[config.mk]
export PLATFORM = sky130hd
export DESIGN_NAME = branch_resolver
export DESIGN_NICKNAME = d
export VERILOG_FILES = /design/src/rtl/brres_pkg.sv /design/src/rtl/br_decode.sv /design/src/rtl/br_cond_eval.sv /design/src/rtl/br_target_calc.sv /design/src/rtl/branch_resolver.sv
export SDC_FILE = /design/constraint.sdc
export NUM_CORES = 1
export LEC_CHECK = 0
export BUFFER_PORTS_ARGS = -buffer_cell sky130_fd_sc_hd__buf_2
export CAP_MARGIN = 10
export CORE_MARGIN = 2
export CORE_UTILIZATION = 57
export CTS_BUF_LIST = sky130_fd_sc_hd__clkbuf_4 sky130_fd_sc_hd__clkbuf_8
export CTS_CLUSTER_DIAMETER = 120
export DETAILED_ROUTE_END_ITERATION = 10
export PLACE_DENSITY = 0.88
export SLEW_MARGIN = 0
export SYNTH_ARGS = -nofsm -noshare
export SYNTH_HDL_FRONTEND = slang
export SYNTH_SLANG_ARGS = --single-unit
[constraint.sdc]
create_clock -name clk -period 0.8 [get_ports clk]
set_input_delay 0.08 -clock clk [delete_from_list [all_inputs] [get_ports clk]]
set_output_delay 0.08 -clock clk [all_outputs]
set_load 0.05 [all_outputs]
[src/rtl/brres_pkg.sv]
package brres_pkg;
    localparam int INSN_W     = 32;
    localparam int DISP_W     = 22;
    localparam int COND_W     = 4;
    localparam int NUM_CONDS  = 1 << COND_W;
    localparam int COND_LSB   = 25;
    localparam int ANNUL_BIT  = 29;
    localparam int FMT_MSB    = 31;
    localparam int FMT_LSB    = 30;
    localparam int SUB_MSB    = 24;
    localparam int SUB_LSB    = 22;
    localparam logic [1:0] FMT_BRANCH = 2'b00;
    localparam logic [2:0] SUB_ICC    = 3'b010;

    typedef enum logic [COND_W-1:0] {
        C_NEVER = 4'd0, C_EQ  = 4'd1, C_LE  = 4'd2, C_LT  = 4'd3,
        C_LEU   = 4'd4, C_CS  = 4'd5, C_NEG = 4'd6, C_VS  = 4'd7,
        C_ALWAYS = 4'd8, C_NE = 4'd9, C_GT  = 4'd10, C_GE = 4'd11,
        C_GTU   = 4'd12, C_CC = 4'd13, C_POS = 4'd14, C_VC = 4'd15
    } cond_e;

    typedef struct packed {
        logic n;
        logic z;
        logic v;
        logic c;
    } flags_t;
endpackage

[src/rtl/br_decode.sv]
module br_decode
    import brres_pkg::*;
(
    input  logic [INSN_W-1:0] insn,
    output logic              is_branch,
    output cond_e             cond,
    output logic              annul_bit,
    output logic [DISP_W-1:0] disp
);
    always_comb begin
        is_branch = (insn[FMT_MSB:FMT_LSB] == FMT_BRANCH) &&
                    (insn[SUB_MSB:SUB_LSB] == SUB_ICC);
        cond      = cond_e'(insn[COND_LSB +: COND_W]);
        annul_bit = insn[ANNUL_BIT];
        disp      = insn[DISP_W-1:0];
    end
endmodule

[src/rtl/br_cond_eval.sv]
module br_cond_eval
    import brres_pkg::*;
(
    input  flags_t flags,
    input  cond_e  cond,
    output logic   pass
);
    localparam int HALF = NUM_CONDS / 2;

    logic [NUM_CONDS-1:0] truth;

    function automatic logic base_test(input int code, input flags_t f);
        case (code)
            0: base_test = 1'b0;
            1: base_test = f.z;
            2: base_test = f.z | (f.n ^ f.v);
            3: base_test = f.n ^ f.v;
            4: base_test = f.c | f.z;
            5: base_test = f.c;
            6: base_test = f.n;
            default: base_test = f.v;
        endcase
    endfunction

    for (genvar k = 0; k < NUM_CONDS; k++) begin : g_code
        if (k < HALF) begin : g_lo
            assign truth[k] = base_test(k, flags);
        end else begin : g_hi
            assign truth[k] = ~base_test(k - HALF, flags);
        end
    end

    assign pass = truth[cond];
endmodule

[src/rtl/br_target_calc.sv]
module br_target_calc
    import brres_pkg::*;
#(
    parameter int ADDR_W = 32
) (
    input  logic [ADDR_W-1:0] pc,
    input  logic [DISP_W-1:0] disp,
    output logic [ADDR_W-1:0] target,
    output logic [ADDR_W-1:0] seq_after_slot
);
    localparam int EXT_W = ADDR_W - DISP_W - 2;

    logic [ADDR_W-1:0] offset;

    always_comb begin
        offset         = {{EXT_W{disp[DISP_W-1]}}, disp, 2'b00};
        target         = pc + offset;
        seq_after_slot = pc + ADDR_W'(8);
    end
endmodule

[src/rtl/branch_resolver.sv]
module branch_resolver
    import brres_pkg::*;
#(
    parameter int ADDR_W = 32
) (
    input  logic              clk,
    input  logic              rst_n,
    input  logic [31:0]       insn,
    input  logic [ADDR_W-1:0] pc,
    input  logic              flag_n,
    input  logic              flag_z,
    input  logic              flag_v,
    input  logic              flag_c,
    output logic              taken,
    output logic              annul,
    output logic [ADDR_W-1:0] target,
    output logic [ADDR_W-1:0] next_fetch
);
    typedef struct packed {
        logic              taken;
        logic              annul;
        logic [ADDR_W-1:0] target;
        logic [ADDR_W-1:0] next_fetch;
    } res_t;

    res_t res_d, res_q;
    logic seen_q;

    logic              is_branch;
    cond_e             cond;
    logic              annul_bit;
    logic [DISP_W-1:0] disp;
    logic              pass;
    logic [ADDR_W-1:0] tgt;
    logic [ADDR_W-1:0] seq;
    flags_t            flags;

    assign flags = '{n: flag_n, z: flag_z, v: flag_v, c: flag_c};

    br_decode u_dec (
        .insn      (insn),
        .is_branch (is_branch),
        .cond      (cond),
        .annul_bit (annul_bit),
        .disp      (disp)
    );

    br_cond_eval u_cond (
        .flags (flags),
        .cond  (cond),
        .pass  (pass)
    );

    br_target_calc #(.ADDR_W(ADDR_W)) u_tgt (
        .pc             (pc),
        .disp           (disp),
        .target         (tgt),
        .seq_after_slot (seq)
    );

    always_comb begin
        res_d        = '0;
        res_d.target = tgt;
        res_d.taken  = is_branch & pass;
        if (!is_branch) begin
            res_d.annul = 1'b0;
        end else if (!pass) begin
            res_d.annul = annul_bit;
        end else begin
            res_d.annul = annul_bit & (cond == C_ALWAYS);
        end
        res_d.next_fetch = res_d.taken ? tgt : seq;
    end

    always_ff @(posedge clk or negedge rst_n) begin
        if (!rst_n) begin
            res_q  <= '0;
            seen_q <= 1'b0;
        end else begin
            res_q  <= res_d;
            seen_q <= 1'b1;
        end
    end

    assign taken      = res_q.taken;
    assign annul      = res_q.annul;
    assign target     = res_q.target;
    assign next_fetch = res_q.next_fetch;


    never_code_chk: assert property (@(posedge clk) disable iff (!rst_n)
        seen_q && $past(cond == C_NEVER) |-> !taken);

    always_code_chk: assert property (@(posedge clk) disable iff (!rst_n)
        seen_q && $past(is_branch && cond == C_ALWAYS) |-> taken);

    non_branch_quiet_chk: assert property (@(posedge clk) disable iff (!rst_n)
        seen_q && $past(!is_branch) |-> !taken && !annul);

    taken_goes_target_chk: assert property (@(posedge clk) disable iff (!rst_n)
        taken |-> next_fetch == target);

    fallthrough_seq_chk: assert property (@(posedge clk) disable iff (!rst_n)
        seen_q && !taken |-> next_fetch == $past(pc) + ADDR_W'(8));

    taken_squash_only_always_chk: assert property (@(posedge clk) disable iff (!rst_n)
        seen_q && taken && annul |-> $past(cond) == C_ALWAYS);

    squash_needs_bit_chk: assert property (@(posedge clk) disable iff (!rst_n)
        seen_q && annul |-> $past(insn[ANNUL_BIT]));

    reset_clear_chk: assert property (@(posedge clk)
        !rst_n |-> !taken && !annul);
endmodule

==> out/metrics.yaml, run 1 <==
synth.distinct_cells: 57
clk_path_buf_depth: 2
rows: 31
synth-async-reset-ratio_pct: 100
syn_area_per_cell_um2: 9.43
yosysWarnings: 0
yosysSeqAreaShare_pct: 38.1
synth_nets: 547
finalWeightedCongestion: 1.03
die_w_um: 89.9
synth_top_area_cell: "dfrtp_1"
synth_edf_count: 0
status: "did not finish"
cts_root_buf: "clkbuf_8"
hold_buffers: 6
error: "[ERROR DPL-0038] Utilization greater than 100%, impossible to legalize"
die_h_um: 89.9
post_cts_buffers: 33
dpl.cell_count: 816
synth_area_mm2: 0.00421
cts_resized: 272
ioPinCount: 136
cts_buffers: 9
synth_ff_type: "dfrtp_1"
dpl.hpwl_um: 12400
cts-htree-levels: 3
initial_core_util_pct: 58.3
lastStage: "clock tree synthesis (4_1_cts)"
cts_sinks: 64
synth_seq_cells: 64
synth_top_area_share_pct: 38.1
synth_cells: 446
portBuffers: 135
synthTopCellsByArea: "dfrtp_1, ha_1, xnor2_1"
==> cell usage after synthesis (all sizes together) (6+ instances only) <==
cell type,count
xnor2,32
mux2,9
o21bai,7
nor2,39
o21ai,28
ha,30
inv,17
xor2,23
buf,8
dfrtp,64
a21oi,42
a21o,15
and3,6
nand3,20
nand4,9
nand2,36
==> through the flow <==
| stage | hold WS, ns | area [um^2] | setup WS (ns) | util, % |
|---|---|---|---|---|
| 3_5_place_dp | 0.118 | 6280 | -1.63 | 87.0 |
| 3_3_place_gp | 0.109 | 6280 | -1.50 | 87.0 |
| 2_1_floorplan | -0.216 | 4470 | -1.31 | - |
==> cells by family after synthesis <==
kind of cell             Yosys count  share of synthesized area (%)
AND/OR/NAND/NOR                  133                           15.2
AO/OA/AOI/OAI                    121                           18.7
flip-flops                        64                           38.1
XOR/XNOR                          55                           11.6
adder cells (fa/ha/maj)           31                           9.40
buffers and inverters             28                           3.33
multiplexers                      14                           3.60
==> run 2, diff against run 1 <==
CORE_UTILIZATION = 40   (was 57)
CTS_BUF_LIST = default   (was sky130_fd_sc_hd__clkbuf_4 sky130_fd_sc_hd__clkbuf_8)
CTS_CLUSTER_DIAMETER = default   (was 120)
PLACE_DENSITY = default   (was 0.88)
PLACE_DENSITY_LB_ADDON = 0.15   (was default)
==> run 2 against run 1 <==
The flow now finishes, with violations (setup timing). Synthesized area did not move. Synthesized cell count did not move.
==> out/metrics.yaml, run 2 <==
cp_max_fo: 4
yosys.area_share.simple_pct: 15.2  # unchanged
yosysSeqAreaShare_pct: 38.1  # unchanged
die_h_um: 107  # +19%
max_stage_delay_ns: 0.30
antenna_left: 0
cp-end-kind: "flip-flop"
synth.distinct_cells: 57  # unchanged
power_switching_mw: 5.31
initial_core_util_pct: 40.9  # -17 points
portBuffers: 135  # unchanged
tritoncts: "built"
nFillCells: 674
nets: 857
synth_top_area_share_pct: 38.1  # unchanged
status: "finished with violations"
final_common_cell: "buf_4"
dpl.hpwl_um: 10200  # -18%
crit_arrival_ns: 2.26
crit_type: "input pin to flip-flop"
area_growth_pct: 90.5
violations: "setup timing"
setup_violations: 125
drc: 0
seq_power_share_pct: 28.6
grt_use_total_pct: 25.8
coreArea_mm2: 0.0103
synth_compound_area_share_pct: 18.7  # unchanged
synth_fa_ha_area_share_pct: 9.40  # unchanged
worst_slack_ns: -1.22
power_mw: 13.5
p_clk_share_pct: 21.5
synth_xor_area_share_pct: 11.6  # unchanged
vias: 4625
seq_area_mm2: 0.00160
muxShareOfSynthArea_pct: 3.60  # unchanged
layout-drive-gt1-share_pct: 59.9
diodes: 0
rows: 37  # +19%
grt_pass1_wl_um: 23000
synth_nets: 547  # unchanged
clk_path_buf_depth: 2  # unchanged
slew_violations: 0
first_pass_iters: 4
routed_wl_um: 14400
die_w_um: 107  # +19%
pwr-share-comb_pct: 49.9
cts_sinks: 64  # unchanged
power.leakage_nw: 3.74
grt-ovfl-total: 0
synth_edf_count: 0  # unchanged
syn_area_per_cell_um2: 9.43  # unchanged
yosysMostFrequentCell: "dfrtp_1"
synth_ff_type: "dfrtp_1"
hp-class: "input pin to flip-flop"
antenna_found_initial: 0
ir_worst_vdd_v: 0.00111
cts-htree-levels: 3  # unchanged
grt_pass1_vias: 4849
route.detailed.wl_per_inst_um: 16.1
worst_ep_required_time_ns: 1.04
dr.first_iter.drc_count: 170
multiInputGateArea_mm2: 0.00326
cts_buffers: 9  # unchanged
cp_slowest_cell: "o31a_4"
synth_top_area_cell: "dfrtp_1"
path_cells: "buf_6, ha_4, inv_2, fa_2, nor2b_4, o31a_4, o31a_4, nor2_4, o21ai_2, a21oi_2, buf_4, o21ai_2, xnor2_2, mux2_2"
swShare_pct: 39.2
rsz0062_at_grt: "yes"
design.die.area_mm2: 0.0113
synth_common_cells: "dfrtp_1, a21oi_1, nor2_1, nand2_1, xnor2_1"
yosysWarnings: 0  # unchanged
max_cap_viol_count: 0
fmax_mhz: 495
layout_common_cells: "buf_4, buf_6, dfrtp_1, buf_2, nand2_1"
finalCritPeriodShare_pct: 253
worst_slew_pin_slew_ns: 0.440
synthTopCellsByArea: "dfrtp_1, ha_1, xnor2_1"
synth_top_family_by_area: "compound AO/OA/AOI/OAI gates"
synth-async-reset-ratio_pct: 100  # unchanged
slew-limit-headroom_pct: 70.3
start_kind: "input pin"
cellPowerDensity_mw_per_mm2: 1690
path_clk_slew_ns: 0.08
vias_per_cell: 5.16
period_needed_ns: 2.02
grt_max_degree: 23
hold_viol: 0
synth_cells: 446  # unchanged
ioPinCount: 136  # unchanged
dpl.cell_count: 852  # +4.4%
synth_area_mm2: 0.00421  # unchanged
p_int_mw: 8.23
final-instance-count-excl-fill: 897
synth_seq_cells: 64  # unchanged
cts_root_buf: "clkbuf_8"
finalWeightedCongestion: 0.898  # -13%
largest_register_ffs: 32
==> run 2: path summary, 6_finish.rpt <==
check                         start  cells past startpoint        endpoint  slack (ns)
min                        insn[30]                      3           annul        0.04
min in group asynchronous     rst_n                      2       target[7]        0.15
max                         insn[0]                     14  next_fetch[20]       -1.22
max in group asynchronous     rst_n                      3      target[17]        0.23
==> run 2: cell families (layout without fill, tap and decap cells) <==
kind of cell,Yosys count,count (layout)
and+or+nand+nor,133,133
buffers and inverters,28,343
adders and majority gates,31,31
DFF,64,64
AOI/OAI and AO/OA,121,121
xor gates and xnor gates,55,55
muxes,14,14
==> run 2: cell type report <==
| cell class | count | share of cell area [%] |
|---|---|---|
| clock buffer | 9 | 1.55 |
| clock inverter | 7 | 0.984 |
| inverter | 17 | 0.953 |
| multi-input combinational | 354 | 40.7 |
| sequential | 64 | 20.0 |
| tap | 136 | 2.12 |
| timing repair buffer | 309 | 33.5 |
| timing repair inverter | 1 | 0.203 |
==> run 2: repair_timing <==
item                                    4_1_cts  5_1_grt
endpoints found under the setup margin      124      125
hold buffers                                  8        0
gates cloned                                  3        0
pin swaps                                    57       35
buffers inserted                             12       13
gates resized for setup                     253       40
hold endpoints to repair                     71        0
==> run 2: routing by layer <==
layer | routed length (um) | share of wire, % | global-route usage (%)
met5 | 0 | 0 | 0
met4 | 374 | 2.6 | 9.55
met3 | 634 | 4.4 | 5.03
met2 | 7480 | 52 | 44.9
met1 | 5960 | 41 | 31.6
==> run 2: power by group through the flow <==
stage	Clock, mW	Combinational, mW	Sequential (mW)
final	2.91	6.75	3.87
after global routing	3.16	7.13	3.91
after CTS	2.96	6.37	3.87
after detailed placement	0	5.18	3.82
after global placement	0	5.11	3.82
after floorplan	0	1.62	5.38
==> run 2: worst max-delay path: cells and delay by family <==
family                   cells  cell delay (ns)
buffers and inverters        3             0.29
adder cells (fa/ha/maj)      2             0.38
XOR/XNOR                     1             0.14
AND/OR/NAND/NOR              2             0.21
multiplexers                 1             0.26
AO/OA/AOI/OAI                5             0.89
==> run 2: stage by stage <==
step	hold WS (ns)	cell area, um^2	util, %	setup WS (ns)	TNS [ns]
2_1_floorplan	-0.216	4470	-	-1.31	-46.15
3_3_place_gp	-0.0155	6370	62.0	-1.52	-69.13
3_5_place_dp	-0.0233	6370	62.0	-1.58	-70.44
4_1_cts	0.0256	7750	75.4	-1.15	-53.39
5_1_grt	0.0337	8010	78.0	-1.26	-65.48
6_report	0.0433	8010	78.0	-1.22	-60.16
Power figures use the tool's default switching activity.
==> run 3, diff against run 2 <==
SYNTH_HIERARCHICAL = 1   (was default)
==> run 3 against run 2 <==
The run still ends with setup timing left. Via count grew 2.8%. Synthesized cell count grew 7.6%. Final cell count grew 1.7%. Combinational power grew 3.1%. Die area grew 10%. Setup slack lost 0.036 ns. Clock power grew 25%. First-iteration DRC count grew 43%. Largest cell class unchanged.
==> out/metrics.yaml, run 3 <==
hp-class: "input pin to flip-flop"
violations: "setup timing"
cp-end-kind: "flip-flop"
synthTopCellsByArea: "dfrtp_1, ha_1, mux2_2"
cellPowerDensity_mw_per_mm2: 1780  # +5.7%
drc: 0  # unchanged
synth.distinct_cells: 64  # +12%
path_clk_slew_ns: 0.06  # -0.02 ns
yosysMostFrequentCell: "dfrtp_1"
route.met2.wl_um: 8000  # +7.0%
yosys.area_share.simple_pct: 15.9  # +0.64 points
rows: 39  # +5.4%
maxUsedRoutingLayer: "met4"
yosysSeqAreaShare_pct: 35.4  # -2.6 points
worstSetupEndpoint: "next_fetch[28]"
cp_max_fo: 5  # +1
synth_compound_area_share_pct: 13.5  # -5.2 points
grt_max_degree: 26  # +13%
synth_ff_type: "dfrtp_1"
dr.first_iter.drc_count: 243  # +43%
synth_seq_cells: 66  # +3.1%
power.leakage_nw: 3.86  # +3.1%
coreArea_mm2: 0.0114  # +11%
portBuffers: 135  # unchanged
drt-met1-wl_um: 6410  # +7.5%
clk_path_buf_depth: 2  # unchanged
initial_core_util_pct: 41.0  # +0.064 points
grt_pass1_vias: 5002  # +3.2%
fmax_mhz: 486  # -1.8%
worst_slack_ns: -1.26  # -0.0364 ns
vias: 4754  # +2.8%
area_growth_pct: 75.9
synth_common_cells: "dfrtp_1, nand2_1, xnor2_1, buf_4, mux2_2"
hold_viol: 0  # unchanged
die_w_um: 112  # +5.1%
antenna_left: 0  # unchanged
synth_top_area_cell: "dfrtp_1"
worst_slew_pin_slew_ns: 0.435  # -0.00529 ns
crit_arrival_ns: 2.28  # +0.02 ns
synth_area_mm2: 0.00466  # +11%
tritoncts: "built"
ir_worst_vdd_v: 0.00164  # +48%
utilization_pct: 72.1  # -5.9 points
route.detailed.wl_per_inst_um: 17.0  # +5.3%
dpl.hpwl_um: 11300  # +10%
synth-async-reset-ratio_pct: 100  # unchanged
finalSetupTns_ns: -60.72  # -0.559 ns
routed_wl_um: 15500  # +7.0%
status: "finished with violations"
worst_ep_required_time_ns: 1.02  # -0.02 ns
cts_root_buf: "clkbuf_16"
muxShareOfSynthArea_pct: 8.62  # +5.0 points
crit_type: "input pin to flip-flop"
ioPinCount: 136  # unchanged
synth_cells: 480  # +7.6%
nets: 865  # +0.93%
finalCritPeriodShare_pct: 257  # +4.5 points
start_kind: "input pin"
antenna_found_initial: 0  # unchanged
setup_violations: 125  # unchanged
cts_buffers: 9  # unchanged
synth_fa_ha_area_share_pct: 8.49  # -0.92 points
diodes: 0  # unchanged
slew-limit-headroom_pct: 70.9  # +0.60 points
slew_violations: 0  # unchanged
vias_per_cell: 5.21  # +1.1%
grt_use_total_pct: 24.6  # -1.2 points
final_common_cell: "buf_4"
synth_edf_count: 0  # unchanged
synth_xor_area_share_pct: 10.2  # -1.5 points
rsz0062_at_grt: "yes"
cts_sinks: 66  # +3.1%
crit_start: "pc[2]"
cts-htree-levels: 3  # unchanged
layout_common_cells: "buf_4, buf_6, dfrtp_1, buf_2, nand2_1"
design.die.area_mm2: 0.0125  # +10%
grt_pass1_wl_um: 24400  # +6.3%
first_pass_iters: 4  # unchanged
synth_top_area_share_pct: 35.4  # -2.6 points
routed-wl-met3_um: 606  # -4.4%
power_mw: 14.6  # +8.1%
syn_area_per_cell_um2: 9.71  # +3.0%
period_needed_ns: 2.06  # +0.0364 ns
finalWeightedCongestion: 0.891  # -0.87%
grt-ovfl-total: 0  # unchanged
die_h_um: 112  # +5.1%
synth_top_family_by_area: "simple AND/OR/NAND/NOR gates"
yosysWarnings: 6  # +6
max_cap_viol_count: 0  # unchanged
layout-drive-gt1-share_pct: 59.9  # about the same
synth_nets: 581  # +6.2%
run 3: cell count changes after synthesis, moves of 6 or more:
cell / change
mux2_2: +24
nor2_1: -7
inv_1: -7
o21ai_0: -9
a21oi_1: -19
a21o_1: -6
buf_4: +30
run 3: kinds of logic after synthesis:
kind of cell / Yosys count
buffers and inverters: 56
flip-flops: 66
multiplexers: 36
AO/OA/AOI/OAI: 90
adder cells (fa/ha/maj): 31
XOR/XNOR: 54
AND/OR/NAND/NOR: 147
run 3: area by class of cell:
class	instances	area [um^2]
Clock inverter	6	41.3
Clock buffer	10	229
Tap cell	143	179
Timing Repair Buffer	319	2660
Multi-Input combinational cell	358	3400
Sequential cell	66	1650
Fill cell	845	3170
Inverter	10	37.5
run 3: how the worst min path moves through the flow:
stage              from             to  slack, ns  depth (start not counted)
6_report       insn[27]          annul       0.06                          3
5_1_grt        insn[27]          annul       0.07                          3
4_1_cts        insn[27]          annul       0.05                          3
3_5_place_dp      rst_n  next_fetch[5]      -0.03                          1
3_3_place_gp      rst_n  next_fetch[5]      -0.03                          1
2_1_floorplan     rst_n          annul      -0.22                          0
run 3: metrics by stage:
stage | cells | hold slack [ns] | area (um^2) | worst slack (ns)
2_1_floorplan | 480 | -0.216 | 5030 | -1.39
3_5_place_dp | 872 | -0.0313 | 6740 | -1.64
3_3_place_gp | 872 | -0.0295 | 6740 | -1.60
4_1_cts | 906 | 0.0513 | 8000 | -1.23
5_1_grt | 912 | 0.0697 | 8200 | -1.31
6_report | 912 | 0.0584 | 8200 | -1.26
run 3: worst max-delay path, stage by stage:
cell and delay, ns:
buf_8 0.08, ha_4 0.13, inv_2 0.04, fa_2 0.34, and2b_1 0.22, o2111a_2 0.24
nor2_2 0.06, o41a_1 0.44, a21o_1 0.25, xnor2_2 0.14, mux2_4 0.26
run 3: power breakdown:
| group | total (mW) | leakage (nW) | switching [mW] | internal [mW] |
|---|---|---|---|---|
| Sequential | 4.02 | 0.776 | 0.238 | 3.78 |
| Combinational | 6.96 | 2.96 | 3.71 | 3.25 |
| Clock | 3.65 | 0.125 | 1.55 | 2.10 |
run 3: timing repair:
action                     CTS  global route
resized for setup          209            40
setup endpoints to repair  128           126
cloned                       1             0
setup buffers               13             9
hold endpoints to repair    72             0
hold buffers                 6             0
pin swaps                   28            29
run 3: routing by layer:
layer,vias to the layer above,global-route usage [%]
li1,2266,-
met1,2311,29.8
met2,142,43.4
met3,35,3.97
met4,0,10.3
met5,-,0
